### config.mk
export PLATFORM = sky130hd
export DESIGN_NAME = ecc_err_log
export DESIGN_NICKNAME = d
export VERILOG_FILES = /design/src/rtl/eccl_pkg.sv /design/src/rtl/eccl_ctrl.sv /design/src/rtl/eccl_capture.sv /design/src/rtl/eccl_signal.sv /design/src/rtl/ecc_err_log.sv
export SDC_FILE = /design/constraint.sdc
export NUM_CORES = 1
export LEC_CHECK = 0
export CAP_MARGIN = 15
export CORE_MARGIN = 2
export CORE_UTILIZATION = 33
export DETAILED_ROUTE_END_ITERATION = 8
export PLACE_DENSITY_LB_ADDON = 0.12
export REMOVE_ABC_BUFFERS = 1
export SLEW_MARGIN = 40
export SYNTH_ARGS = -nofsm -noshare
export SYNTH_HDL_FRONTEND = slang
export SYNTH_SLANG_ARGS = --single-unit
### constraint.sdc
create_clock -name clk -period 1.3 [get_ports clk]
set_input_delay 0.325 -clock clk [delete_from_list [all_inputs] [get_ports clk]]
set_output_delay 0.325 -clock clk [all_outputs]
set_load 0.01 [all_outputs]
### src/rtl/eccl_pkg.sv
package eccl_pkg;

    localparam int REG_W     = 32;
    localparam int ADDR_W    = 32;
    localparam int SYN_W     = 8;
    localparam int ADDR_HI_W = 19;
    localparam int ADDR_LSB  = ADDR_W - ADDR_HI_W;

    localparam int POS_SCRUB_OFF = 31;
    localparam int POS_ADDR      = 12;
    localparam int POS_SYN       = 4;
    localparam int POS_SERR_EN   = 3;
    localparam int POS_NMI_EN    = 2;
    localparam int POS_MBE       = 1;
    localparam int POS_SBE       = 0;

    typedef struct packed {
        logic scrub_off;
        logic serr_en;
        logic nmi_en;
    } ctrl_t;

    typedef struct packed {
        logic mbe;
        logic sbe;
    } flags_t;

    typedef struct packed {
        flags_t                 flags;
        logic [ADDR_HI_W-1:0]   addr_hi;
        logic [SYN_W-1:0]       syn;
    } log_t;

    typedef enum logic [1:0] {
        EV_NONE   = 2'd0,
        EV_SINGLE = 2'd1,
        EV_MULTI  = 2'd2
    } ev_kind_e;

    // Multi-bit outranks single-bit; nothing counts without the strobe.
    function automatic ev_kind_e classify(input logic stb, input logic s, input logic m);
        if (!stb)   return EV_NONE;
        else if (m) return EV_MULTI;
        else if (s) return EV_SINGLE;
        else        return EV_NONE;
    endfunction

    function automatic logic [REG_W-1:0] pack_reg(input ctrl_t c, input log_t l);
        logic [REG_W-1:0] r;
        r = '0;
        r[POS_SCRUB_OFF]                     = c.scrub_off;
        r[POS_ADDR +: ADDR_HI_W]             = l.addr_hi;
        r[POS_SYN +: SYN_W]                  = l.syn;
        r[POS_SERR_EN]                       = c.serr_en;
        r[POS_NMI_EN]                        = c.nmi_en;
        r[POS_MBE]                           = l.flags.mbe;
        r[POS_SBE]                           = l.flags.sbe;
        return r;
    endfunction

endpackage

### src/rtl/eccl_ctrl.sv
module eccl_ctrl
    import eccl_pkg::*;
(
    input  logic             clk,
    input  logic             rst,
    input  logic             wr,
    input  logic [REG_W-1:0] wdata,
    output ctrl_t            ctrl_q,
    output logic             rearm
);

    logic unused_wbits;
    assign unused_wbits = ^{wdata[POS_SCRUB_OFF-1:POS_SYN]};

    // Re-arm needs both status bits written with 1 in one access.
    assign rearm = wr && wdata[POS_MBE] && wdata[POS_SBE];

    always_ff @(posedge clk) begin
        if (rst) begin
            ctrl_q <= '0;
        end else if (wr) begin
            ctrl_q.scrub_off <= wdata[POS_SCRUB_OFF];
            ctrl_q.serr_en   <= wdata[POS_SERR_EN];
            ctrl_q.nmi_en    <= wdata[POS_NMI_EN];
        end
    end

    a_r2_ctrl_follows_write: assert property (@(posedge clk) disable iff (rst)
        wr |=> (ctrl_q.scrub_off == $past(wdata[POS_SCRUB_OFF])
             && ctrl_q.serr_en   == $past(wdata[POS_SERR_EN])
             && ctrl_q.nmi_en    == $past(wdata[POS_NMI_EN])));

endmodule

### src/rtl/eccl_capture.sv
module eccl_capture
    import eccl_pkg::*;
(
    input  logic                 clk,
    input  logic                 rst,
    input  ev_kind_e             ev,
    input  logic [ADDR_HI_W-1:0] ev_addr_hi,
    input  logic [SYN_W-1:0]     ev_syn,
    input  logic                 rearm,
    output log_t                 log_q
);

    logic frozen_eff;
    log_t log_d;

    // A same-cycle re-arm is applied before the event is considered.
    assign frozen_eff = (log_q.flags.mbe || log_q.flags.sbe) && !rearm;

    always_comb begin
        log_d = log_q;
        if (rearm) begin
            log_d.flags = '0;
        end
        if (!frozen_eff && ev != EV_NONE) begin
            log_d.flags.mbe = (ev == EV_MULTI);
            log_d.flags.sbe = (ev == EV_SINGLE);
            log_d.addr_hi   = ev_addr_hi;
            log_d.syn       = ev_syn;
        end
    end

    always_ff @(posedge clk) begin
        if (rst) log_q <= '0;
        else     log_q <= log_d;
    end

    a_r4_one_flag: assert property (@(posedge clk) disable iff (rst)
        $onehot0({log_q.flags.mbe, log_q.flags.sbe}));

    a_r6_frozen_log: assert property (@(posedge clk) disable iff (rst)
        ((log_q.flags.mbe || log_q.flags.sbe) && !rearm) |=> $stable(log_q));

    a_r5_rearm_clears: assert property (@(posedge clk) disable iff (rst)
        (rearm && ev == EV_NONE) |=> (log_q.flags == '0));

    a_r10_flag_needs_event: assert property (@(posedge clk) disable iff (rst)
        $rose(log_q.flags.mbe || log_q.flags.sbe) |-> $past(ev != EV_NONE));

endmodule

### src/rtl/eccl_signal.sv
module eccl_signal
    import eccl_pkg::*;
(
    input  logic     clk,
    input  logic     rst,
    input  ev_kind_e ev,
    input  ctrl_t    ctrl_q,
    input  flags_t   flags_q,
    output logic     scrub_req,
    output logic     nmi_req,
    output logic     serr_req
);

    always_ff @(posedge clk) begin
        if (rst) scrub_req <= 1'b0;
        else     scrub_req <= (ev == EV_SINGLE) && !ctrl_q.scrub_off;
    end

    assign nmi_req  = flags_q.sbe && ctrl_q.nmi_en;
    assign serr_req = flags_q.mbe && ctrl_q.serr_en;

    a_r9_scrub_cause: assert property (@(posedge clk) disable iff (rst)
        scrub_req |-> $past(ev == EV_SINGLE && !ctrl_q.scrub_off));

    a_r9_scrub_off_quiet: assert property (@(posedge clk) disable iff (rst)
        (ctrl_q.scrub_off || ev != EV_SINGLE) |=> !scrub_req);

endmodule

### src/rtl/ecc_err_log.sv
module ecc_err_log
    import eccl_pkg::*;
(
    input  logic                 clk,
    input  logic                 rst,
    input  logic                 chk_valid,
    input  logic                 chk_single,
    input  logic                 chk_multi,
    input  logic [ADDR_W-1:0]    chk_addr,
    input  logic [SYN_W-1:0]     chk_syndrome,
    input  logic                 csr_wr,
    input  logic [REG_W-1:0]     csr_wdata,
    output logic [REG_W-1:0]     csr_rdata,
    output logic                 scrub_req,
    output logic                 nmi_req,
    output logic                 serr_req
);

    ev_kind_e ev;
    ctrl_t    ctrl_q;
    log_t     log_q;
    logic     rearm;
    logic     unused_addr_lo;

    assign unused_addr_lo = ^{chk_addr[ADDR_LSB-1:0]};
    assign ev = classify(chk_valid, chk_single, chk_multi);

    eccl_ctrl u_ctrl (
        .clk    (clk),
        .rst    (rst),
        .wr     (csr_wr),
        .wdata  (csr_wdata),
        .ctrl_q (ctrl_q),
        .rearm  (rearm)
    );

    eccl_capture u_cap (
        .clk        (clk),
        .rst        (rst),
        .ev         (ev),
        .ev_addr_hi (chk_addr[ADDR_W-1:ADDR_LSB]),
        .ev_syn     (chk_syndrome),
        .rearm      (rearm),
        .log_q      (log_q)
    );

    eccl_signal u_sig (
        .clk       (clk),
        .rst       (rst),
        .ev        (ev),
        .ctrl_q    (ctrl_q),
        .flags_q   (log_q.flags),
        .scrub_req (scrub_req),
        .nmi_req   (nmi_req),
        .serr_req  (serr_req)
    );

    assign csr_rdata = pack_reg(ctrl_q, log_q);

    a_r8_nmi_level: assert property (@(posedge clk) disable iff (rst)
        nmi_req == (csr_rdata[POS_SBE] && csr_rdata[POS_NMI_EN]));

    a_r8_serr_level: assert property (@(posedge clk) disable iff (rst)
        serr_req == (csr_rdata[POS_MBE] && csr_rdata[POS_SERR_EN]));

    a_r1_reset_clean: assert property (@(posedge clk)
        $past(rst) |-> (csr_rdata == '0 && !scrub_req));

endmodule

# After elaboration in Yosys (flattened, before gate mapping)
# Cells that the tools add are included.
dict set report word_totals {
  register_bits 33
  input_bits 78
  output_inout_bits 35
  elab_cells 28
}
dict set report op_classes {
  n_reduce_logical 13
  eq_ne 2
  n_mux 5
}
# op n
set op_table {}
lappend op_table {{$mux W29} 1}
lappend op_table {{$logic_and A1 B1 Y1} 7}
lappend op_table {{$mux W2} 3}
lappend op_table {{$reduce_bool A2 Y1} 2}
lappend op_table {{$logic_not A1 Y1} 3}
lappend op_table {{$eq A2 B1 Y1 const B} 1}
lappend op_table {{$eq A2 B2 Y1 const B} 1}
lappend op_table {{$logic_or A1 B1 Y1} 1}
lappend op_table {{$mux W1} 1}

# Longest topological paths before layout
# Gate-level depths: netlist of run 1.
dict set report logic_depth {
  word_depth 7
  mapped_depth 5
  mapped_depth_nobuf 3
}

# Cells and area by module
# A second synthesis of run 1 with hierarchy kept.
dict set report hier_totals {
  cells_unflattened 143
  area_unflattened_um2 1488.9
}
# mod area_per_inst_um2 cells_each seq_area_each_um2 n_inst
set modules_own_cells {}
lappend modules_own_cells {eccl_capture 1316.3 127 580.6 1}
lappend modules_own_cells {eccl_ctrl 108.9 10 60.1 1}
lappend modules_own_cells {eccl_signal 47.5 4 20.0 1}
lappend modules_own_cells {ecc_err_log 16.3 2 0.0 1}

# Worst setup path before layout of run 1
# OpenSTA, ideal clock, no wires.
dict set report synth_path {
  kind {reg-to-reg}
  start {register u_cap.log_q[28] (netlist name)}
  end {register u_cap.log_q[0] (netlist name)}
  arrival_ns 1.191
  path_slack_ns 0.037
  path_stages_with_launch 6
  setup_ns 0.072
  synth_period_minus_slack_ns 1.263
  path_buffers 2
  required_time_ns 1.228
  cell_sequence {dfxtp_1 > or2_1 > a21oi_2 > buf_6 > buf_12 > mux2i_1}
}
dict set report synth_between {
  elab_chain_cells 4
}
# element line
set synth_rtl {}
lappend synth_rtl {{$logic_or A1 B1 Y1} eccl_capture.sv:17} ;# assign frozen_eff = (log_q.flags.mbe || log_q.flags.sbe) && !rearm;
lappend synth_rtl {{$logic_and A1 B1 Y1} eccl_capture.sv:17}
lappend synth_rtl {{$logic_not A1 Y1} eccl_capture.sv:24} ;# if (!frozen_eff && ev != EV_NONE) begin
lappend synth_rtl {{$logic_and A1 B1 Y1} eccl_capture.sv:24}
# No other way between the ends.
# A chain may end at the register's enable or synchronous reset.

# Worst setup path after layout of run 1
dict set report layout_path {
  start {input chk_multi}
  end {register u_cap.log_q[5] (netlist name)}
}
dict set report layout_between {
  elab_chain_cells 4
}
# element line
set layout_rtl {}
lappend layout_rtl {{start: declaration} ecc_err_log.sv:8} ;# input logic chk_multi,
lappend layout_rtl {{$mux W2} eccl_pkg.sv:43} ;# else if (m) return EV_MULTI;
lappend layout_rtl {{$mux W2} eccl_pkg.sv:42} ;# if (!stb) return EV_NONE;
lappend layout_rtl {{$reduce_bool A2 Y1} eccl_capture.sv:24}
lappend layout_rtl {{$logic_and A1 B1 Y1} eccl_capture.sv:24}
# No other way between the ends.

==> summary.md, run 1 <==
| Metric | Value |
|---|---|
| Layout Nets | `304` |
| Net switching power | `584 µW` |
| Setup crit end kind | `flop` |
| Flop pwr share | `47.2%` |
| Worst IR Drop VDD | `0.450 mV` |
| Depth of the most critical reg-to-reg path | `5` |
| Synthesis warning total | `0` |
| Crit path arrival time | `1.54 ns` |
| Min Tclk post-route | `1.33 ns` |
| Number of diodes | `0` |
| Placement Setup Slack | `-0.390 ns` |
| GP Congestion | `0.756` |
| DRC Markers | `0` |
| Die ar. | `0.00502 mm²` |
| RR Startpoint | `u_cap.log_q[28]` |
| Num rows | `24` |
| First-pass DRT Iterations | `4` |
| Max Cap Viol | `0` |
| Layout cells sized above 1 | `12.3%` |
| Post-Place Cells | `266` |
| WHS Endpoint | `u_sig.scrub_req` |
| Switch share | `24.7%` |
| Setup violators final | `17` |
| H-tree Lvls | `2` |
| Worst reg-to-reg setup slack | `0 ns` |
| Clock buffer count from CTS | `5` |
| DP Wirelength | `2480 µm` |
| Antenna-violating nets left | `0` |
| Top Ports | `113` |
| Clock-pin slew on the worst setup and hold paths | `0.07 ns` |
| Comb power frac | `21.7%` |
| Status | `complete, but fails checks` |
| Finished Layout Cells | `279` |
| Number of global-route vias before repair | `1320` |
| Failing checks | `setup timing` |
| Layout Area Growth over Synthesis | `61.8%` |
| Total GRT Usage | `15.4%` |
| Initial drt markers | `61` |
| Clock share of power | `31.0%` |
| Wire per inst | `12.6 µm` |
| Hold depth | `1` |
| Commonest cells after routing, fill and taps aside | `nand2b_1, dlygate4sd2_1, clkdlybuf4s50_1, mux2i_1, dfxtp_1` |
| GRT overflow | `0` |
| First-pass GRT wire length | `6110 µm` |
| Mapped Cells | `144` |
| Die Ht | `70.9 µm` |
| Yosys cell types | `17` |
| Detailed-route via count | `1267` |
| TritonCTS clock tree | `yes` |
| Reg2reg end | `u_cap.log_q[5]` |
| Count of input and output buffers | `72` |
| Total power | `2.36 mW` |
| Setup Skew | `0.00406 ns` |
| FF+latch count, synth | `33` |
| Worst min path class | `flop to flop` |
| CP Launch Type | `primary input` |
| Clock Latency Late Sink | `0.28 ns` |
| Max FO, Critical Path | `11` |
| Worst hold start | `u_ctrl.ctrl_q[2]` |
| Detailed-route wire length | `3520 µm` |
| Initial antenna violation count | `0` |
| Initial Utilization | `34.1%` |
| Internal power | `1.78 mW` |
| CTS Buffer Depth | `2` |
| Clk sinks | `33` |
| Post-synthesis cell area | `0.00148 mm²` |
| Register area share after synthesis | `44.7%` |
| RSZ-0062 raised after global routing | `true` |
| Fmax | `753 MHz` |
| Period utilisation layout | `102%` |
| Endpoints failing hold | `0` |
| Die W | `70.9 µm` |
| Hold_buf cts | `0` |
| Hold_ws | `0.441 ns` |
| Fin worst setup slack | `-0.0285 ns` |
| Largest net degree at the start of global routing | `61` |
| Req. time, crit path | `1.51 ns` |
| Pins over their slew limit | `0` |
| CTS Root Cell | `clkbuf_8` |
| Worst Max-Slew Pin Slew | `0.211 ns` |
| Slew HR | `85.8%` |
| Avg Cell Area, Syn | `10.3 µm²` |
| Setup TNS | `-0.232 ns` |
| CORE AREA | `0.00432 mm²` |
| CP Class | `primary input to flop` |
| Via-per-instance ratio | `4.54` |
| Commonest non-fill, non-tap cell in the layout | `nand2b_1` |
| Pwr dens | `988 mW/mm²` |
| Pleak | `1.08 nW` |
## final cells by class
cell class                      count  area (µm²)
Clock buffer                        8        80.1
Multi-Input combinational cell    102         763
Tap cell                           52        65.1
Sequential cell                    33         664
Timing Repair Buffer               84         816
Fill cell                         409        1940
## power by group through the flow
stage	logic, mW	clock network (mW)	registers (mW)
finish	0.513	0.732	1.11
global route	0.557	0.813	1.12
CTS	0.542	0.766	1.11
detailed placement	0.532	0	1.14
global placement	0.519	0	1.14
floorplan	0.165	0	1.17
## per-stage QoR
| stage | cell area [µm²] | utilization [%] |
|---|---|---|
| global placement | 2290 | 52.9 |
| CTS | 2420 | 56.0 |
| global route | 2390 | 55.2 |
| detailed placement | 2290 | 52.9 |
| finish | 2390 | 55.2 |
| floorplan | 1400 | - |
## sequential cells by signal (all words and copies together) (netlist names)
register	flops
u_cap.log_q	29
u_ctrl.ctrl_q	3
u_sig.scrub_req	1
## critical path, cell delays in order
cell and delay [ns]:
clkdlybuf4s50_1 0.50, o21ai_2 0.09, a21oi_4 0.16, buf_12 0.13
buf_12 0.13, mux2i_1 0.19
## logic make-up after synthesis
family / after synthesis / share of synthesized area, %
multiplexers: 30 / 20.3
buffers and inverters: 9 / 5.00
AO/OA/AOI/OAI: 6 / 2.88
flip-flops: 33 / 44.7
AND/OR/NAND/NOR: 66 / 27.0
## Yosys cell counts
master / count / area, µm²
or2_1: 1 / 6.26
a21oi_1: 2 / 10.0
dfxtp_1: 33 / 661
o21ai_1: 1 / 5.00
buf_12: 2 / 40.0
clkbuf_1: 6 / 22.5
mux2i_1: 30 / 300
nand2_1: 4 / 15.0
nand3_2: 1 / 10.0
nand2b_1: 54 / 338
nor2_1: 3 / 11.3
a211o_2: 1 / 10.0
a21oi_2: 1 / 8.76
nor4_1: 1 / 6.26
buf_6: 1 / 11.3
a21o_2: 1 / 8.76
and2_1: 2 / 12.5
## how the worst max path moves through the flow
stage,startpoint,cells past startpoint,slack (ns),end
floorplan,u_cap.log_q[28],3,-0.72,u_cap.log_q[0]
global placement,csr_wr,5,-0.34,u_cap.log_q[18]
detailed placement,csr_wr,5,-0.39,u_cap.log_q[22]
CTS,u_cap.log_q[28],6,-0.06,u_cap.log_q[5]
global route,chk_valid,6,-0.09,u_cap.log_q[25]
finish,chk_multi,6,-0.03,u_cap.log_q[5]
## layer usage
layer	vias to the layer above	part of all wire [%]	track usage, %
li1	632	-	-
met1	591	39	16.8
met2	39	53	27.8
met3	5	7.0	5.84
met4	0	1.1	4.40
met5	-	0	0
## repair_timing
item / CTS / global route
resized for setup: 51 / 2
cloned: 1 / 0
endpoints found under the setup margin: 62 / 29
pin swaps: 3 / 2
setup buffers: 6 / 0
Power figures use the tool's default switching activity.
==> inputs of run 2 (changes only) <==
- CORE_UTILIZATION: 33 -> 30
- PLACE_DENSITY: not set -> 0.76
- PLACE_DENSITY_LB_ADDON: 0.12 -> not set
- clock period: 1.3 -> 1.1 ns (I/O delays scaled with it)
==> run 2 against run 1 <==
  * The run still ends with setup timing left
  * Register-to-register slack got worse by 0.19 ns
  * Global-route usage decreased by 1.3 points
  * Via count increased by 1.8%
  * Hold slack got worse by 0.078 ns
  * Critical endpoint is now u_cap.log_q[24]
  * Largest power group unchanged
  * Highest routed layer unchanged
==> summary.md, run 2 (synthesized netlist as in run 1, its figures left out) <==
| Metric | Value |
|---|---|
| Status | `complete, but fails checks` |
| Failing checks | `setup timing` |
| Worst Max-Slew Pin Slew | `0.192 ns (-0.0188 ns)` |
| Pleak | `1.09 nW (+1.6%)` |
| CP cell instances | `or2_4 > a21oi_4 > buf_12 > buf_12 > mux2i_1` |
| Max FFs per register | `29 (unchanged)` |
| DP Wirelength | `2300 µm (-7.3%)` |
| Most flops, register | `u_cap.log_q` |
| Setup violators final | `32 (+15)` |
| CTS Buffer Depth | `2 (unchanged)` |
| TritonCTS clock tree | `yes` |
| Post-Place Cell Area | `0.00236 mm² (+3.1%)` |
| Internal power | `2.18 mW (+23%)` |
| Count of input and output buffers | `72 (unchanged)` |
| Endpoints failing hold | `0 (unchanged)` |
| Initial antenna violation count | `0 (unchanged)` |
| Net switching power | `698 µW (+20%)` |
| Min Tclk post-route | `1.29 ns` |
| Critical path buffers and inverters | `2 (-1)` |
| Layout cells sized above 1 | `38.8% (+26 points)` |
| Depth of the most critical reg-to-reg path | `5 (unchanged)` |
| Worst min path class | `primary input to flop` |
| Detailed-route via count | `1290 (+1.8%)` |
| Initial Utilization | `31.3% (-2.9 points)` |
| Reg2reg end | `u_cap.log_q[24]` |
| Max Cap Viol | `0 (unchanged)` |
| Fin worst setup slack | `-0.193 ns (-0.164 ns)` |
| Req. time, crit path | `1.30 ns (-0.21 ns)` |
| Die W | `74.2 µm (+4.6%)` |
| CTS Root Cell | `clkbuf_8` |
| CP Launch Type | `flop` |
| GP Congestion | `0.761 (+0.65%)` |
| Hold depth | `3 (+2)` |
| Total GRT Usage | `14.1% (-1.3 points)` |
| Top Registers | `u_cap.log_q: 29 flops, u_ctrl.ctrl_q: 3 flops, u_sig.scrub_req: 1 flops` |
| CP max stage delay | `0.33 ns (-0.17 ns)` |
| Total power | `2.88 mW (+22%)` |
| Setup crit end kind | `flop` |
| First-pass GRT wire length | `5970 µm (-2.3%)` |
| Worst path top cell family by delay | `flip-flops` |
| Wire per inst | `12.0 µm (-4.9%)` |
| Antenna-violating nets left | `0 (unchanged)` |
| Clk sinks | `33 (unchanged)` |
| WHS Endpoint | `u_sig.scrub_req` |
| Period utilisation layout | `118%` |
| Number of diodes | `0 (unchanged)` |
| Top Ports | `113 (unchanged)` |
| Fmax | `774 MHz` |
| Worst IR Drop VDD | `0.650 mV (+44%)` |
| Clock Latency Late Sink | `0.28 ns (about the same)` |
| Commonest cells after routing, fill and taps aside | `nand2b_1, clkdlybuf4s50_1, mux2i_1, buf_2, dfxtp_2` |
| Final Cell Area | `0.00245 mm² (+2.7%)` |
| Clock share of power | `31.4% (+0.4 points)` |
| H-tree Lvls | `2 (unchanged)` |
| DRC Markers | `0 (unchanged)` |
| Flop pwr share | `46.1% (-1.1 points)` |
| Detailed-route wire length | `3650 µm (+3.6%)` |
| Crit path arrival time | `1.50 ns (-0.04 ns)` |
| Largest net degree at the start of global routing | `61 (unchanged)` |
| Switch share | `24.2% (-0.51 points)` |
| Worst reg-to-reg setup slack | `-0.19 ns (-0.19 ns)` |
| CP Class | `flop to flop` |
| RR Startpoint | `u_cap.log_q[27]` |
| Clock-pin slew on the worst setup and hold paths | `0.06 ns (about the same)` |
| Initial drt markers | `33 (-46%)` |
| Critical path's slowest cell | `dfxtp_2` |
| Number of global-route vias before repair | `1293 (-2.0%)` |
| GRT overflow | `0 (unchanged)` |
| Hold_buf cts | `0 (unchanged)` |
| Cell mode on critical path | `buf_12` |
| Die Ht | `74.2 µm (+4.6%)` |
| Setup Skew | `0.00297 ns (-0.00109 ns)` |
| Pwr dens | `1170 mW/mm² (+19%)` |
| First-pass DRT Iterations | `4 (unchanged)` |
| Max FO, Critical Path | `7 (-4)` |
| Pins over their slew limit | `0 (unchanged)` |
| Slew HR | `87.1% (+1.3 points)` |
| CORE AREA | `0.00472 mm² (+9.2%)` |
| Layout Nets | `315 (+3.6%)` |
| Layout Area Growth over Synthesis | `66.1%` |
| Num rows | `25 (+4.2%)` |
| Die ar. | `0.00550 mm² (+9.4%)` |
| Worst hold start | `chk_multi` |
| Via-per-instance ratio | `4.24 (-6.6%)` |
| Clock buffer count from CTS | `5 (unchanged)` |
| RSZ-0062 raised after global routing | `true` |
| Commonest non-fill, non-tap cell in the layout | `nand2b_1` |
| Comb power frac | `22.5% (+0.8 points)` |
==> run 2: changes by cell type in the layout (fill, tap and decap cells not counted), moves of 2 or more <==
| cell | delta |
|---|---|
| clkbuf_1 | -2 |
| buf_6 | +5 |
| dfxtp_2 | +16 |
| dlygate4sd2_1 | -32 |
| clkdlybuf4s50_1 | -2 |
| buf_2 | +29 |
| buf_4 | +7 |
| dfxtp_1 | -17 |
==> run 2: per-layer routing <==
metal  vias to the layer above  share of wire [%]  global-route usage, %
li1                        651                  -                      -
met1                       583                 45                   18.1
met2                        50                 46                   22.4
met3                         6                7.2                   4.34
met4                         0                1.7                   5.45
met5                         -                  0                      0
==> run 2: worst max path at each step <==
stage	cells past startpoint	startpoint	end
global route	5	u_cap.log_q[27]	u_cap.log_q[24]
detailed placement	5	csr_wr	u_cap.log_q[25]
CTS	5	u_cap.log_q[28]	u_cap.log_q[24]
floorplan	3	u_cap.log_q[28]	u_cap.log_q[0]
global placement	5	csr_wr	u_cap.log_q[8]
finish	5	u_cap.log_q[27]	u_cap.log_q[24]
==> run 2: cell type report <==
class	count	area (µm²)
Clock buffer	7	86.3
Timing Repair Buffer	95	826
Sequential cell	33	688
Tap cell	67	83.8
Fill cell	433	2270
Multi-Input combinational cell	102	768
==> run 2: worst reg2reg max path: stages, from the launching register on <==
cell and delay (ns):
dfxtp_2 0.33, or2_4 0.25, a21oi_4 0.17, buf_12 0.15
buf_12 0.12, mux2i_1 0.19
==> run 2: timing repair <==
item / in CTS / in global routing
pin swaps: 4 / 0
endpoints found under the setup margin: 63 / 35
cloned: 2 / 0
resized for setup: 170 / 11
buffers inserted: 8 / 2
==> run 2: power groups by stage <==
stage,Sequential [mW],Combinational (mW),Clock [mW]
global placement,1.35,0.637,0
finish,1.33,0.648,0.904
floorplan,1.38,0.195,0
CTS,1.33,0.671,0.939
detailed placement,1.35,0.645,0
global route,1.34,0.702,0.992
==> run 2: per-stage QoR <==
step | setup slack (ns) | setup TNS (ns) | hold WS, ns | utilization, % | instances
final | -0.193 | -4.54 | 0.363 | 51.9 | 304
after global routing | -0.260 | -6.24 | 0.354 | 51.9 | 304
after CTS | -0.200 | -4.78 | 0.473 | 52.3 | 305
after detailed placement | -0.514 | -15.83 | 0.465 | 49.9 | 288
after global placement | -0.467 | -15.19 | 0.461 | 49.9 | 288
after floorplan | -0.923 | -24.92 | 0.344 | - | 135
==> inputs of run 3 (changes only) <==
- clock period: 1.1 -> 1 ns (I/O delays scaled with it)
==> run 3 against run 2 <==
  * The flow still finishes with violations (setup timing)
  * Power up 14%
  * Largest cell class unchanged
  * Clock-buffer cell count did not move
  * Wire length fell by 0.47%
  * Via count is 0.54% higher
  * Critical path type unchanged
  * Sequential share of layout area shrank 1.3 points
  * Highest routed layer unchanged
==> summary.md, run 3 (synthesized netlist as in run 1, its figures left out) <==
| Metric | Value |
|---|---|
| Status | `complete, but fails checks` |
| Failing checks | `setup timing` |
| Post-layout util | `55.6% (+3.7 points)` |
| Die ar. | `0.00550 mm² (unchanged)` |
| CP cell instances | `or2_4 > a21oi_4 > buf_12 > buf_12 > mux2i_1` |
| Layout Area Growth over Synthesis | `77.9%` |
| Layout Nets | `316 (+0.32%)` |
| Top Registers | `u_cap.log_q: 29 flops, u_ctrl.ctrl_q: 3 flops, u_sig.scrub_req: 1 flops` |
| Min Tclk post-route | `1.29 ns (-0.00146 ns)` |
| Detailed-route via count | `1297 (+0.54%)` |
| Req. time, crit path | `1.21 ns (-0.09 ns)` |
| Die Ht | `74.2 µm (unchanged)` |
| CP Class | `flop to flop` |
| Most flops, register | `u_cap.log_q` |
| Fillcell total | `410 (-5.3%)` |
| Critical path destination | `u_cap.log_q[3]` |
| Fmax | `774 MHz (+0.11%)` |
| Worst min path class | `primary input to flop` |
| Commonest non-fill, non-tap cell in the layout | `nand2b_1` |
| Largest net degree at the start of global routing | `61 (unchanged)` |
| Crit path arrival time | `1.50 ns (about the same)` |
| Detailed-route wire length | `3630 µm (-0.47%)` |
| Endpoints failing hold | `0 (unchanged)` |
| Initial Utilization | `31.3% (unchanged)` |
| Slew HR | `83.5% (-3.5 points)` |
| Layout cells sized above 1 | `44.1% (+5.3 points)` |
| Number of global-route vias before repair | `1266 (-2.1%)` |
| Finished Layout Cells | `305 (+0.33%)` |
| Clock buffer count from CTS | `5 (unchanged)` |
| Commonest cells after routing, fill and taps aside | `nand2b_1, buf_6, clkdlybuf4s50_1, dfxtp_2, mux2i_1` |
| Number of diodes | `0 (unchanged)` |
| TritonCTS clock tree | `yes` |
| First-pass DRT Iterations | `3 (-1)` |
| Post-Place Cell Area | `0.00236 mm² (unchanged)` |
| Worst IR Drop VDD | `0.621 mV (-4.5%)` |
| Pins over their slew limit | `0 (unchanged)` |
| Max FFs per register | `29 (unchanged)` |
| CORE AREA | `0.00472 mm² (unchanged)` |
| Clk sinks | `33 (unchanged)` |
| Pleak | `1.12 nW (+2.3%)` |
| Clock-pin slew on the worst setup and hold paths | `0.06 ns (about the same)` |
| Setup violators final | `31 (-3.1%)` |
| Placement Setup Slack | `-0.590 ns (-0.0761 ns)` |
| Final Cell Area | `0.00263 mm² (+7.1%)` |
| Critical path depth in cells | `5 (unchanged)` |
| Count of input and output buffers | `72 (unchanged)` |
| Worst setup path start | `u_cap.log_q[27]` |
| Max FO, Critical Path | `7 (unchanged)` |
| Setup Skew | `0.00155 ns (-0.00142 ns)` |
| CP Launch Type | `flop` |
| Setup TNS | `-7.50 ns (-2.96 ns)` |
| Via-per-instance ratio | `4.25 (+0.21%)` |
| GRT overflow | `0 (unchanged)` |
| Total GRT Usage | `13.8% (-0.30 points)` |
| CTS Root Cell | `clkbuf_8` |
| Antenna-violating nets left | `0 (unchanged)` |
| GP Congestion | `0.757 (-0.47%)` |
| Hold_buf cts | `0 (unchanged)` |
| RSZ-0062 raised after global routing | `true` |
| Max Cap Viol | `0 (unchanged)` |
| Critical path's slowest cell | `dfxtp_2` |
| Worst path top cell family by delay | `flip-flops` |
| Wire per inst | `11.9 µm (-0.79%)` |
| Top Ports | `113 (unchanged)` |
| Post-Place Cells | `288 (unchanged)` |
| CP max stage delay | `0.33 ns (about the same)` |
| Setup crit end kind | `flop` |
| Critical path buffers and inverters | `2 (unchanged)` |
| Pwr dens | `1250 mW/mm² (+6.4%)` |
| Period utilisation layout | `129% (+12 points)` |
| First-pass GRT wire length | `5770 µm (-3.4%)` |
| RR Startpoint | `u_cap.log_q[27]` |
| Clock Latency Late Sink | `0.28 ns (about the same)` |
| DRC Markers | `0 (unchanged)` |
| Worst Max-Slew Pin Slew | `0.245 ns (+0.0529 ns)` |
| CTS Buffer Depth | `2 (unchanged)` |
| Initial drt markers | `68 (+110%)` |
| Reg2reg end | `u_cap.log_q[3]` |
| Fin worst setup slack | `-0.291 ns (-0.0985 ns)` |
| Initial antenna violation count | `0 (unchanged)` |
| Cell mode on critical path | `buf_12` |
| Die W | `74.2 µm (unchanged)` |
| DP Wirelength | `2270 µm (-1.4%)` |
| Num rows | `25 (unchanged)` |
| Worst reg-to-reg setup slack | `-0.29 ns (-0.10 ns)` |
| Depth of the most critical reg-to-reg path | `5 (unchanged)` |
| H-tree Lvls | `2 (unchanged)` |
==> run 3: timing repair <==
action / in CTS / in global routing
buffers inserted: 8 / 2
gates resized for setup: 177 / 44
cloned: 2 / 0
pin swaps: 6 / 1
endpoints found under the setup margin: 64 / 63
==> run 3: how the worst min path moves through the flow <==
stage	depth (start not counted)	startpoint	end	slack [ns]
2_1_floorplan	1	rst	u_cap.log_q[27]	0.32
3_3_place_gp	2	u_cap.log_q[10]	u_cap.log_q[10]	0.46
3_5_place_dp	2	u_cap.log_q[5]	u_cap.log_q[5]	0.46
4_1_cts	4	chk_single	u_sig.scrub_req	0.45
5_1_grt	3	chk_multi	u_sig.scrub_req	0.32
6_report	3	chk_multi	u_sig.scrub_req	0.30
==> run 3: area by class of cell <==
cell class,count,area (µm²),share of cell area [%]
Tap cell,67,83.8,3.19
Multi-Input combinational cell,102,766,29.2
Timing Repair Buffer,96,987,37.6
Clock buffer,7,86.3,3.29
Sequential cell,33,703,26.8
==> run 3: power by group <==
part / switching [mW] / internal [mW]
sequential: 0.0625 / 1.42
clock: 0.460 / 0.546
combinational: 0.271 / 0.519
==> run 3: tightest hold or removal path, cell delays in order <==
cell and delay, ns:
dlymetal6s2s_1 0.13, buf_6 0.12, nor4_1 0.04
==> run 3: metrics by stage <==
stage	hold slack (ns)	total power, mW
finish	0.299	3.28
global route	0.319	3.43
CTS	0.454	3.23
detailed placement	0.464	2.19
global placement	0.461	2.18
floorplan	0.319	1.73
==> run 3: metal layers <==
layer | part of all wire (%) | GRT usage (%) | up-vias
met5 | 0 | 0 | -
met4 | 1.5 | 6.06 | 0
met3 | 7.2 | 4.20 | 7
met2 | 47 | 22.6 | 48
met1 | 44 | 16.8 | 588
li1 | - | - | 654
